### src/rtl/dmac_pkg.sv
package dmac_pkg;
  typedef enum logic [1:0] {
    OP_IDLE  = 2'd0,
    OP_BLAST = 2'd1,
    OP_ABORT = 2'd2,
    OP_START = 2'd3
  } dmac_op_e;

  localparam int IDX_CMD   = 0;
  localparam int IDX_SCNT  = 1;
  localparam int IDX_SADR  = 2;
  localparam int IDX_WCNT  = 3;
  localparam int IDX_WADR  = 4;
  localparam int IDX_STAT  = 5;
  localparam int IDX_SDSC  = 6;
  localparam int IDX_WDSC  = 7;
  localparam int IDX_CTRL  = 8;

  localparam int ST_W      = 6;
  localparam int BIT_SCSI  = 4;
  localparam int BIT_DONE  = 3;
  localparam int BIT_FLUSH = 5;
  localparam logic [ST_W-1:0] ST_CLRABLE = 6'h0E;

  localparam int CMD_DIR_BIT  = 7;
  localparam int CMD_DIE_BIT  = 6;
endpackage

### src/rtl/dmac_xfer_track.sv
module dmac_xfer_track #(
  parameter int CNT_W = 32,
  parameter int LEN_W = 16
) (
  input  logic             clk,
  input  logic             rst_n,
  input  logic             load,
  input  logic [CNT_W-1:0] load_cnt,
  input  logic [CNT_W-1:0] load_addr,
  input  logic             req_fire,
  input  logic             dir_ok,
  input  logic [LEN_W-1:0] req_len,
  output logic [LEN_W-1:0] grant,
  output logic [CNT_W-1:0] wcnt,
  output logic [CNT_W-1:0] waddr
);
  logic [CNT_W-1:0] len_ext;
  logic [LEN_W-1:0] clipped;

  assign len_ext = CNT_W'(req_len);
  always_comb begin
    if (len_ext > wcnt) clipped = wcnt[LEN_W-1:0];
    else                clipped = req_len;
  end
  assign grant = (req_fire && dir_ok) ? clipped : '0;

  always_ff @(posedge clk) begin
    if (!rst_n) begin
      wcnt  <= '0;
      waddr <= '1;
    end else if (load) begin
      wcnt  <= load_cnt;
      waddr <= load_addr;
    end else if (req_fire && dir_ok) begin
      wcnt  <= wcnt - CNT_W'(clipped);
      waddr <= waddr + CNT_W'(clipped);
    end
  end


  ign_req_chk: assert property (@(posedge clk) disable iff (!rst_n)
    (req_fire && !dir_ok && !load) |=> ($stable(wcnt) && $stable(waddr)));


  move_pair_chk: assert property (@(posedge clk) disable iff (!rst_n)
    (req_fire && dir_ok && !load) |=> ((waddr - $past(waddr)) == ($past(wcnt) - wcnt)));


  no_underflow_chk: assert property (@(posedge clk) disable iff (!rst_n)
    (req_fire && dir_ok && !load) |=> (wcnt <= $past(wcnt)));
endmodule

### src/rtl/dmac_status_irq.sv
module dmac_status_irq
  import dmac_pkg::*;
(
  input  logic            clk,
  input  logic            rst_n,
  input  logic            start_clr,
  input  logic            blast_set,
  input  logic            core_irq,
  input  logic            op_is_start,
  input  logic            wcnt_zero,
  input  logic            rd_clr,
  input  logic            w1c_en,
  input  logic [ST_W-1:0] w1c_val,
  input  logic            done_ie,
  output logic [ST_W-1:0] stat,
  output logic            irq
);
  logic            core_q;
  logic            rise, fall;
  logic [ST_W-1:0] clr_m, set_m;

  assign rise = core_irq && !core_q;
  assign fall = !core_irq && core_q;

  always_comb begin
    clr_m = '0;
    if (start_clr) clr_m = '1;
    if (rd_clr)    clr_m = clr_m | ST_CLRABLE;
    if (w1c_en)    clr_m = clr_m | (w1c_val & ST_CLRABLE);
    if (fall)      clr_m[BIT_SCSI] = 1'b1;
    set_m = '0;
    if (blast_set) set_m[BIT_FLUSH] = 1'b1;
    if (rise) begin
      set_m[BIT_SCSI] = 1'b1;
      if (op_is_start && wcnt_zero) set_m[BIT_DONE] = 1'b1;
    end
  end

  always_ff @(posedge clk) begin
    if (!rst_n) begin
      stat   <= '0;
      core_q <= 1'b0;
    end else begin
      stat   <= (stat & ~clr_m) | set_m;
      core_q <= core_irq;
    end
  end

  assign irq = stat[BIT_SCSI] | (done_ie & stat[BIT_DONE]);


  scsi_flag_chk: assert property (@(posedge clk) disable iff (!rst_n)
    (core_irq && !core_q) |=> stat[BIT_SCSI]);


  done_force_chk: assert property (@(posedge clk) disable iff (!rst_n)
    (core_irq && !core_q && op_is_start && wcnt_zero) |=> stat[BIT_DONE]);


  w1c_no_set_chk: assert property (@(posedge clk) disable iff (!rst_n)
    (w1c_en && !start_clr && !blast_set && core_irq == core_q) |=> ((stat & ~$past(stat)) == '0));
endmodule

### src/rtl/dmac_engine.sv
module dmac_engine
  import dmac_pkg::*;
#(
  parameter int REG_W    = 32,
  parameter int AW       = 4,
  parameter int LEN_W    = 16,
  parameter int CTRL_BIT = 24
) (
  input  logic             clk,
  input  logic             rst_n,
  input  logic             reg_wr_en,
  input  logic             reg_rd_en,
  input  logic [AW-1:0]    reg_addr,
  input  logic [REG_W-1:0] reg_wdata,
  output logic [REG_W-1:0] reg_rdata,
  input  logic             xfer_valid,
  output logic             xfer_ready,
  input  logic             xfer_dir,
  input  logic [LEN_W-1:0] xfer_len,
  output logic [LEN_W-1:0] xfer_grant,
  input  logic             core_irq,
  output logic             core_dma_en,
  output logic             core_cancel,
  output logic             irq
);
  localparam logic [REG_W-1:0] WDSC_RST = ~REG_W'(2);

  logic [REG_W-1:0] cmd_q, scnt_q, sadr_q, sdsc_q, wdsc_q, ctrl_q;
  logic [REG_W-1:0] wcnt, waddr;
  logic [ST_W-1:0]  stat;
  dmac_op_e         wr_op, cur_op;
  logic             wr_cmd, start_wr, stat_hit, req_fire;

  assign wr_op    = dmac_op_e'(reg_wdata[1:0]);
  assign cur_op   = dmac_op_e'(cmd_q[1:0]);
  assign wr_cmd   = reg_wr_en && (reg_addr == AW'(IDX_CMD));
  assign start_wr = wr_cmd && (wr_op == OP_START);
  assign stat_hit = (reg_addr == AW'(IDX_STAT));
  assign xfer_ready = !reg_wr_en;
  assign req_fire   = xfer_valid && xfer_ready;

  always_ff @(posedge clk) begin
    if (!rst_n) begin
      cmd_q       <= '0;
      scnt_q      <= '0;
      sadr_q      <= '0;
      sdsc_q      <= '0;
      wdsc_q      <= WDSC_RST;
      ctrl_q      <= '0;
      core_dma_en <= 1'b0;
      core_cancel <= 1'b0;
    end else begin
      core_cancel <= wr_cmd && (wr_op == OP_ABORT);
      if (wr_cmd) begin
        cmd_q <= reg_wdata;
        if (wr_op == OP_IDLE)  core_dma_en <= 1'b0;
        if (wr_op == OP_START) begin
          core_dma_en <= 1'b1;
          wdsc_q      <= sdsc_q;
        end
      end
      if (reg_wr_en && reg_addr == AW'(IDX_SCNT)) scnt_q <= reg_wdata;
      if (reg_wr_en && reg_addr == AW'(IDX_SADR)) sadr_q <= reg_wdata;
      if (reg_wr_en && reg_addr == AW'(IDX_SDSC)) sdsc_q <= reg_wdata;
      if (reg_wr_en && reg_addr == AW'(IDX_CTRL)) ctrl_q <= reg_wdata;
    end
  end

  dmac_xfer_track #(.CNT_W(REG_W), .LEN_W(LEN_W)) u_track (
    .clk       (clk),
    .rst_n     (rst_n),
    .load      (start_wr),
    .load_cnt  (scnt_q),
    .load_addr (sadr_q),
    .req_fire  (req_fire),
    .dir_ok    (xfer_dir == cmd_q[CMD_DIR_BIT]),
    .req_len   (xfer_len),
    .grant     (xfer_grant),
    .wcnt      (wcnt),
    .waddr     (waddr)
  );

  dmac_status_irq u_stat (
    .clk         (clk),
    .rst_n       (rst_n),
    .start_clr   (start_wr),
    .blast_set   (wr_cmd && (wr_op == OP_BLAST)),
    .core_irq    (core_irq),
    .op_is_start (cur_op == OP_START),
    .wcnt_zero   (wcnt == '0),
    .rd_clr      (reg_rd_en && stat_hit && !ctrl_q[CTRL_BIT]),
    .w1c_en      (reg_wr_en && stat_hit && ctrl_q[CTRL_BIT]),
    .w1c_val     (reg_wdata[ST_W-1:0]),
    .done_ie     (cmd_q[CMD_DIE_BIT]),
    .stat        (stat),
    .irq         (irq)
  );

  always_comb begin
    case (reg_addr)
      AW'(IDX_CMD):  reg_rdata = cmd_q;
      AW'(IDX_SCNT): reg_rdata = scnt_q;
      AW'(IDX_SADR): reg_rdata = sadr_q;
      AW'(IDX_WCNT): reg_rdata = wcnt;
      AW'(IDX_WADR): reg_rdata = waddr;
      AW'(IDX_STAT): reg_rdata = REG_W'(stat);
      AW'(IDX_SDSC): reg_rdata = sdsc_q;
      AW'(IDX_WDSC): reg_rdata = wdsc_q;
      AW'(IDX_CTRL): reg_rdata = ctrl_q;
      default:       reg_rdata = '0;
    endcase
  end


  cancel_src_chk: assert property (@(posedge clk) disable iff (!rst_n)
    core_cancel |-> ($past(reg_wr_en) && $past(reg_addr) == AW'(IDX_CMD) && $past(reg_wdata[1:0]) == 2'd2));


  start_en_chk: assert property (@(posedge clk) disable iff (!rst_n)
    start_wr |=> (core_dma_en && stat == '0));


  wdsc_hold_chk: assert property (@(posedge clk) disable iff (!rst_n)
    !start_wr |=> $stable(wdsc_q));
endmodule

### config.mk
export PLATFORM = sky130hd
export DESIGN_NAME = dmac_engine
export DESIGN_NICKNAME = d
export VERILOG_FILES = /design/src/rtl/dmac_pkg.sv /design/src/rtl/dmac_xfer_track.sv /design/src/rtl/dmac_status_irq.sv /design/src/rtl/dmac_engine.sv
export SDC_FILE = /design/constraint.sdc
export NUM_CORES = 1
export LEC_CHECK = 0
export BUFFER_PORTS_ARGS = -buffer_cell sky130_fd_sc_hd__buf_4
export CELL_PAD_IN_SITES_DETAIL_PLACEMENT = 1
export CELL_PAD_IN_SITES_GLOBAL_PLACEMENT = 1
export CORE_UTILIZATION = 49
export DETAILED_ROUTE_END_ITERATION = 16
export PLACE_DENSITY = 0.93
export REMOVE_ABC_BUFFERS = 1
export SLEW_MARGIN = 25
export SYNTH_ARGS = -nofsm -noshare
export SYNTH_HDL_FRONTEND = slang
export SYNTH_HIERARCHICAL = 1
export SYNTH_SLANG_ARGS = --single-unit
### constraint.sdc
create_clock -name clk -period 11.94 [get_ports clk]
set_input_delay 0 -clock clk [delete_from_list [all_inputs] [get_ports clk]]
set_output_delay 0 -clock clk [all_outputs]
set_load 0.01 [all_outputs]
**Word-level counts from Yosys, hierarchy flattened**

Index checks and enable logic that the tools add are counted.

- Bits in registers: 265
- Bits in latches: 0
- RAM bits: 0
- Bits in read-only memories: 0
- Input bits: 59
- Output and inout bits: 52
- Word-level logic and storage cells: 78
- Memories kept: 0

- Add/sub/neg operators: 2
- $mul: 0
- Div/mod/pow operators: 0
- Magnitude comparators: 1
- Eq/ne operators: 13
- Shift operators: 0
- Mux-type cells: 16
- Bitwise gates (word level): 6
- Reductions and logical operators: 28

Operator list:

| cell | count |
|---|---|
| $pmux W32 S9 | 1 |
| $mux W32 | 4 |
| $add A32 B16 Y32 | 1 |
| $gt A16 B32 Y1 | 1 |
| $logic_not A32 Y1 | 1 |
| $mux W16 | 2 |
| $sub A32 B16 Y32 | 1 |
| $logic_and A1 B1 Y1 | 17 |
| $eq A4 B3 Y1 const B | 4 |
| $mux W6 | 2 |
| $eq A4 B2 Y1 const B | 2 |
| $and A6 B6 Y6 | 1 |
| $eq A2 B2 Y1 const B | 3 |
| $not A6 Y6 | 1 |
| $or A6 B4 Y6 | 1 |
| $or A6 B6 Y6 | 1 |
| $mux W1 | 5 |
| $eq A4 B1 Y1 const B | 1 |
| $eq A4 B4 Y1 const B | 1 |
| $logic_not A1 Y1 | 4 |
| $logic_not A4 Y1 | 1 |
| $mux W4 | 1 |
| $reduce_and A2 Y1 | 2 |
| $reduce_bool A2 Y1 | 2 |
| 6 further kinds | 6 |

**Logic depth before layout (Yosys ltp)**

Gate-level depths: netlist (run 1).

- Depth in word-level cells: 11
- Gate-level depth with buffers: 20
- Mapped depth without buffers: 18

**Cells and area by module**

The synthesis (run 1) kept the hierarchy.

By module, submodules not included:

| module | instances | cells an instance | area each (sq um) | sequential area each (sq um) |
|---|---|---|---|---|
| dmac_engine | 1 | 1093 | 8912.3 | 3883.7 |
| dmac_xfer_track | 1 | 757 | 5710.5 | 1281.2 |
| dmac_status_irq | 1 | 26 | 251.5 | 140.1 |

**Worst setup path before layout (run 1)**

No wires, ideal clock.

- Path kind: reg2reg
- Start: register u_track.wcnt[19]
- End: register u_track.wcnt[24]
- Library setup time: 0.117 ns
- Arrival: 5.097 ns
- Required time: 11.823 ns
- Slack: 6.727 ns
- Stages on the path, launching flop included: 19
- Buffers on the path: 2
- Clock period less this slack: 5.213 ns
- Cells stage by stage: dfxtp_1 > or4_1 > or3_1 > buf_6 > or3_1 > or4_1 > a41o_1 > buf_6 > mux2i_1 > ha_1 > inv_1 > fa_1 > a21oi_1 > o21ai_0 > a211oi_1 > o21ai_0 > a21oi_1 > mux2_2 > a22o_1

- Cells in the longest elaborated chain, start to end: 5

RTL lines:

| item | line | source |
|---|---|---|
| start, declared | dmac_xfer_track.sv:14 | `output logic [CNT_W-1:0] wcnt,` |
| start signal, assigned | dmac_xfer_track.sv:32 | `wcnt <= load_cnt;` |
| start signal, assigned | dmac_xfer_track.sv:35 | `wcnt <= wcnt - CNT_W'(clipped);` |
| $gt A16 B32 Y1 | dmac_xfer_track.sv:22 | `if (len_ext > wcnt) clipped = wcnt[LEN_W-1:0];` |
| $mux W16 | dmac_xfer_track.sv:22 |  |
| $sub A32 B16 Y32 * | dmac_xfer_track.sv:35 |  |
| $mux W32 * | dmac_xfer_track.sv:34 | `end else if (req_fire && dir_ok) begin` |
| $mux W32 * | dmac_xfer_track.sv:31 | `end else if (load) begin` |

Every way passes the cells marked *; elsewhere a longest branch is shown, timed or not. The select of a mux whose other input is x is not followed.
A chain may end at the register's enable or synchronous reset.

**Final worst setup path (run 1)**

Same ends and word-level chain as after synthesis.

==> key figures, run 1 <==
Outcome
  – Outcome: finished, final reports clean

Clocking
  – Post_cts resized: 0
  – Clk sink count: 265
  – Root buffer cell: clkbuf_16
  – Reg clk slew, reported paths: 0.06 ns
  – CTS tree: done
  – Total CTS buffers: 30
  – Htree depth: 1
  – Worst-Skew Late Latency: 0.58 ns
  – Clock tree buffer depth: 3

Finish
  – Ant diodes: 0
  – Layout cell share with drive strength beyond 1: 11.34%
  – Fillers: 3,580
  – Finished Core Util: 57.82%
  – Nets: 2,059
  – Area grow syn2layout: 15.53%

Logic synthesis
  – Ys Warns: 6
  – Synth area leaders: dfxtp_1, nand2_1, ha_1, a21boi_1, a21boi_0
  – Synth Register Bits: 265
  – Number of flops mapped to enable cells by yosys: 0
  – Yosys top cell by area: dfxtp_1
  – Asr flop ratio synth: 0%
  – Mean Syn Cell Area: 7.929 um2
  – Synth Flop Type: dfxtp_1
  – Synthesized cell area: 14,870 um2
  – Top cells by count, synth: nand2_1, dfxtp_1, a21oi_1
  – Distinct cells, synth: 80
  – Most common cell in the netlist: nand2_1
  – Synth Instances: 1,876
  – Yosys top cell area share: 35.67%
  – Post-synthesis sequential area ratio: 35.67%

Timing
  – RSZ-0062 raised after global routing: no
  – Tmin final: 6.175 ns
  – Tcrit/Tclk final: 51.72%
  – Achievable clock frequency: 161.9 MHz
  – Worst Skew: 0.03301 ns
  – Final TNS setup: 0 ns
  – Slew HR: 24.18%
  – Fin. Hold Viols: 0
  – Setup violators final: 0
  – Least-Margin Pin Slew: 1.133 ns
  – Max-slew violations: 0

Floorplan
  – Starting Density: 50.05%
  – Site Rows: 63
  – Full die area: 31,060 um2
  – Ports: 111
  – Core Footprint: 29,720 um2
  – Die H: 176.2 um
  – Die width: 176.2 um

Power
  – Cell leakage power: 6.711 nW
  – Sw frac: 34.90%
  – Max VDD drop: 0.0001344 V
  – PwrDens: 166.1 nW/um2
  – Logic pwr share: 30.9%
  – Int Power: 1.858 mW
  – Sequential Power Share: 34.4%
  – Part of the power in the clock network: 34.7%
  – Sw Pwr: 0.9961 mW

Setup path
  – Startpoint Class: flip-flop
  – Worst path depth: 17
  – Crit-path cells: or4_1 -> or3_1 -> or3_1 -> or4_1 -> a41o_1 -> buf_4 -> mux2i_1 -> ha_1 -> inv_1 -> fa_1 -> a21oi_1 -> o21ai_0 -> a211oi_1 -> o21ai_0 -> a21oi_1 -> mux2_2 -> a22o_1
  – Critical path buffers and inverters: 2
  – Element type at the critical path end: flip-flop
  – Crit-path max FO: 16
  – Max incr delay on CP: 0.59 ns
  – Kind of critical path: flip-flop to flip-flop
  – Cell family with most CP delay: compound AO/OA/AOI/OAI gates
  – CP arrival: 6.64 ns
  – Required @ worst endpoint: 12.41 ns
  – Crit-path slowest cell: a211oi_1
  – Number of cells on the worst reg-to-reg path: 17

Routing
  – DRC violations left: 0
  – Via count: 15,630
  – Post-Route WL: 60.99 mm
  – Routed length per instance: 25.87 um
  – DR vias/cell: 6.630
  – DRT iter0 DRCs: 1,707
  – Post-route ant nets: 0
  – First drt pass iteration count: 5

Global routing
  – Initial antenna violation count: 0
  – Total global-route track usage: 38.85%
  – First-pass GRT wire length: 93.01 mm
  – Vias in the first global route: 15,940
  – Largest net degree at the start of global routing: 123
  – Total gr overflow: 0

Hold path
  – Worst hold path class: input pin to flip-flop
  – Worst hold path depth: 4

Job
  – Max Cap Viol: 0

Place
  – Number of port buffers: 110
  – Placed wire-length estimate: 39.64 mm
  – Final GP Congestion: 0.9430
## stage by stage
stage	setup WS (ns)	instance area, um2	power [mW]	cells	hold WS (ns)
2_1_floorplan	6.368	14250	1.552	1744	0.05091
3_3_place_gp	5.947	15790	1.811	2269	0.2472
3_5_place_dp	5.817	15790	1.835	2269	0.2493
4_1_cts	5.797	17180	2.826	2357	0.01823
5_1_grt	5.498	17180	2.956	2357	0.04603
6_report	5.765	17180	2.854	2357	0.02219
## cell type report
cell class	instances	area, um2	area share [%]
multi-input cells	1429	8792	51.16
flip-flops and latches	265	5305	30.87
well taps	390	488.0	2.840
clock inverters	11	177.7	1.034
clock buffers	42	865.8	5.039
inverters	50	187.7	1.092
repair buffers	170	1368	7.958
## layer usage
metal  vias to the layer above  part of all wire [%]  GRT usage [%]
li1                       6804                     -              -
met1                      7745                    42          52.60
met2                       880                    44          61.02
met3                       197                   9.8          6.761
met4                         0                   3.9          15.72
met5                         -                     0              0
## cell families after synthesis
kind of cell,share of synthesized area [%]
fa+ha+maj,4.719
compound gates,26.76
simple gates,22.49
xor+xnor,2.355
mux,2.549
flops,35.67
buf+inv,5.459
## what timing repair did
action                                 CTS  global route
buffers inserted                         0             0
hold buffers                            35             0
endpoints found under the hold margin  184             0
## power groups by stage
stage | Combinational, mW | Clock [mW] | Sequential (mW)
floorplan | 0.579 | 0 | 0.973
global placement | 0.817 | 0 | 0.994
detailed placement | 0.838 | 0 | 0.998
CTS | 0.856 | 0.991 | 0.979
global route | 0.948 | 1.02 | 0.985
finish | 0.881 | 0.990 | 0.983
## tightest hold or removal path, delay by kind of cell
family,cells,cell delay (ns)
buf+inv,1,0.20
mux,1,0.08
simple gates,2,0.26
## sequential cells by signal (all words and copies together), names as in the netlist
name           count
ctrl_q            32
u_track/waddr     32
cmd_q             32
sadr_q            32
wdsc_q            32
sdsc_q            32
core_dma_en        1
scnt_q            32
core_cancel        1
u_track/wcnt      32
u_stat/core_q      1
u_stat/stat        6
## final timing paths
kind	from	slack, ns	to
setup / recovery	u_track/wcnt[19]	5.77	u_track/wcnt[24]
hold / removal	reg_wr_en	0.02	core_dma_en
setup reg to reg	u_track/wcnt[19]	5.77	u_track/wcnt[24]
hold reg to reg	u_stat/stat[0]	0.44	u_stat/stat[0]
## layout by cell type (no fill, tap or decap), types with 52 or more instances in the layout
master,instances
a21boi_0,81
a21boi_1,82
a21oi_1,94
buf_4,134
dfxtp_1,265
ha_1,52
nand2_1,466
nand3_1,59
nor2_1,63
o21ai_0,52
(Power assumes the default switching activity.)
==> run 2, diff against run 1 <==
--- a/config.mk
+++ b/config.mk
@@ -8,9 +8,9 @@
 export BUFFER_PORTS_ARGS = -buffer_cell sky130_fd_sc_hd__buf_4
 export CELL_PAD_IN_SITES_DETAIL_PLACEMENT = 1
 export CELL_PAD_IN_SITES_GLOBAL_PLACEMENT = 1
-export CORE_UTILIZATION = 49
+export CORE_UTILIZATION = 46
 export DETAILED_ROUTE_END_ITERATION = 16
-export PLACE_DENSITY = 0.93
+export PLACE_DENSITY = 0.88
 export REMOVE_ABC_BUFFERS = 1
 export SLEW_MARGIN = 25
 export SYNTH_ARGS = -nofsm -noshare
==> constraint.sdc (replaced) <==
create_clock -name clk -period 6.3 [get_ports clk]
set_input_delay 0 -clock clk [delete_from_list [all_inputs] [get_ports clk]]
set_output_delay 0 -clock clk [all_outputs]
set_load 0.01 [all_outputs]
==> run 2 against run 1 <==
Net effect: wire length is 1.0% lower; sequential share of layout area hardly changed; design area is essentially flat; sequential power up 89%; register-to-register slack lost 5.4 ns; core utilization decreased by 3.7 points; sequential cell count is the same; combinational power up 90%; total power rose by 86%; critical path depth is 2 lower; clock power increased by 80%; fmax is 3.3% higher; highest routed layer unchanged.
==> key figures, run 2 (synthesis gave the netlist of run 1 again) <==
Clocking
  – Clock tree buffer depth: 3
  – Reg clk slew, reported paths: 0.07 ns
  – CTS tree: done
  – Total CTS buffers: 30
  – Htree depth: 1
  – Worst-Skew Late Latency: 0.58 ns
  – Clk sink count: 265
  – Root buffer cell: clkbuf_16

Timing
  – Tmin final: 5.980 ns
  – Least-Margin Pin Slew: 1.109 ns
  – Slew HR: 25.90%
  – Max-slew violations: 0
  – Worst Skew: 0.01592 ns
  – Post-layout worst setup margin: 0.3201 ns
  – Tcrit/Tclk final: 94.92%
  – Fin. Hold Viols: 0
  – Hold slack final: 0.1476 ns
  – RSZ-0062 raised after global routing: no
  – Achievable clock frequency: 167.2 MHz
  – Final TNS setup: 0 ns
  – Setup violators final: 0

Finish
  – Finished Core Util: 54.17%
  – Nets: 2,066
  – Commonest non-fill, non-tap cells in the layout: nand2_1, dfxtp_1, buf_4
  – Area grow syn2layout: 15.50%
  – Layout cell share with drive strength beyond 1: 11.30%
  – Most common cell after layout, fill and taps aside: nand2_1
  – Non-filler cells, final: 2,376
  – Post-route cell area: 17,180 um2

Place
  – Placed wire-length estimate: 39.27 mm
  – Placed Area: 15,850 um2
  – Worst slack, placed: 0.3967 ns
  – Final GP Congestion: 0.9790
  – Number of port buffers: 110
  – Placed cells: 2,287

Floorplan
  – Die width: 181.8 um
  – Ports: 111
  – Site Rows: 65
  – Die H: 181.8 um
  – Core Footprint: 31,720 um2
  – Full die area: 33,060 um2
  – Starting Density: 46.90%

Setup path
  – R2R Setup Slk: 0.32 ns
  – Startpoint Class: flip-flop
  – Required @ worst endpoint: 6.75 ns
  – CP arrival: 6.43 ns
  – Crit-path max FO: 10
  – Element type at the critical path end: flip-flop
  – Kind of critical path: flip-flop to flip-flop

Job
  – Max Cap Viol: 0

Power
  – Cell leakage power: 6.700 nW
  – Pwr Total: 5.302 mW
  – PwrDens: 308.6 nW/um2
  – Max VDD drop: 0.0002132 V

Global routing
  – Vias in the first global route: 15,470
  – Initial antenna violation count: 0
  – First-pass GRT wire length: 91.56 mm
  – Total gr overflow: 0
  – Largest net degree at the start of global routing: 104
  – Total global-route track usage: 35.84%

Routing
  – Post-route ant nets: 0
  – First drt pass iteration count: 6
  – Routed length per instance: 25.40 um
  – Post-Route WL: 60.36 mm
  – DR vias/cell: 6.520
  – Via count: 15,490
  – DRC violations left: 0
  – DRT iter0 DRCs: 1,767

Outcome
  – Outcome: finished, final reports clean

Hold path
  – Worst hold path class: input pin to flip-flop
run 2: cell count changes in the layout (fill, tap and decap cells not counted), sizes merged:
cell / previous run / this run
buf: 135 / 141
bufinv: 4 / 2
clkbuf: 42 / 45
clkinv: 8 / 3
clkinvlp: 0 / 2
diode: 0 / 1
dlygate4sd3: 35 / 36
inv: 49 / 50
run 2: worst paths after layout:
path | start | end | cells after the start
setup / recovery | u_track/wcnt[19] | u_track/waddr[18] | 15
hold / removal | xfer_dir | u_track/waddr[15] | 5
setup reg to reg | u_track/wcnt[19] | u_track/waddr[18] | 15
hold reg to reg | u_stat/stat[0] | u_stat/stat[0] | 2
run 2: final cells by class:
class,count,area [um2]
inverter,50,187.7
sequential,265,5305
tap,402,503.0
antenna,1,2.502
timing repair buffer,177,1423
clock inverter,7,90.09
fill,3840,14540
multi-input combinational,1429,8791
clock buffer,45,878.3
run 2: power breakdown:
part / internal [mW] / total (mW) / switching [mW] / leakage, nW
clock network: 1.03 / 1.78 / 0.743 / 0.469
registers: 1.75 / 1.86 / 0.109 / 2.15
logic: 0.663 / 1.67 / 1.01 / 4.08
run 2: worst max-delay path, stage by stage (launching register included):
cell and delay (ns):
dfxtp_1 0.39, or4_1 0.57, or3_1 0.47, or3_1 0.43, or4_1 0.55, a41o_1 0.37
mux2i_1 0.36, inv_1 0.09, ha_1 0.38, a21o_1 0.23, a21oi_1 0.30, a31oi_1 0.18
a211oi_1 0.57, o22ai_1 0.33, and4_1 0.31, o32a_1 0.33
run 2: what timing repair did:
action	CTS	global route
endpoints found under the hold margin	188	0
endpoints found under the setup margin	0	1
setup buffers	0	0
gates resized for setup	0	1
hold buffers	36	0
run 2: per-layer routing:
metal,part of all wire (%),track usage (%),vias to the layer above
met2,44,55.60,761
met3,8.6,5.074,147
met5,0,0,-
met4,3.3,13.53,0
met1,44,50.23,7778
li1,-,-,6806
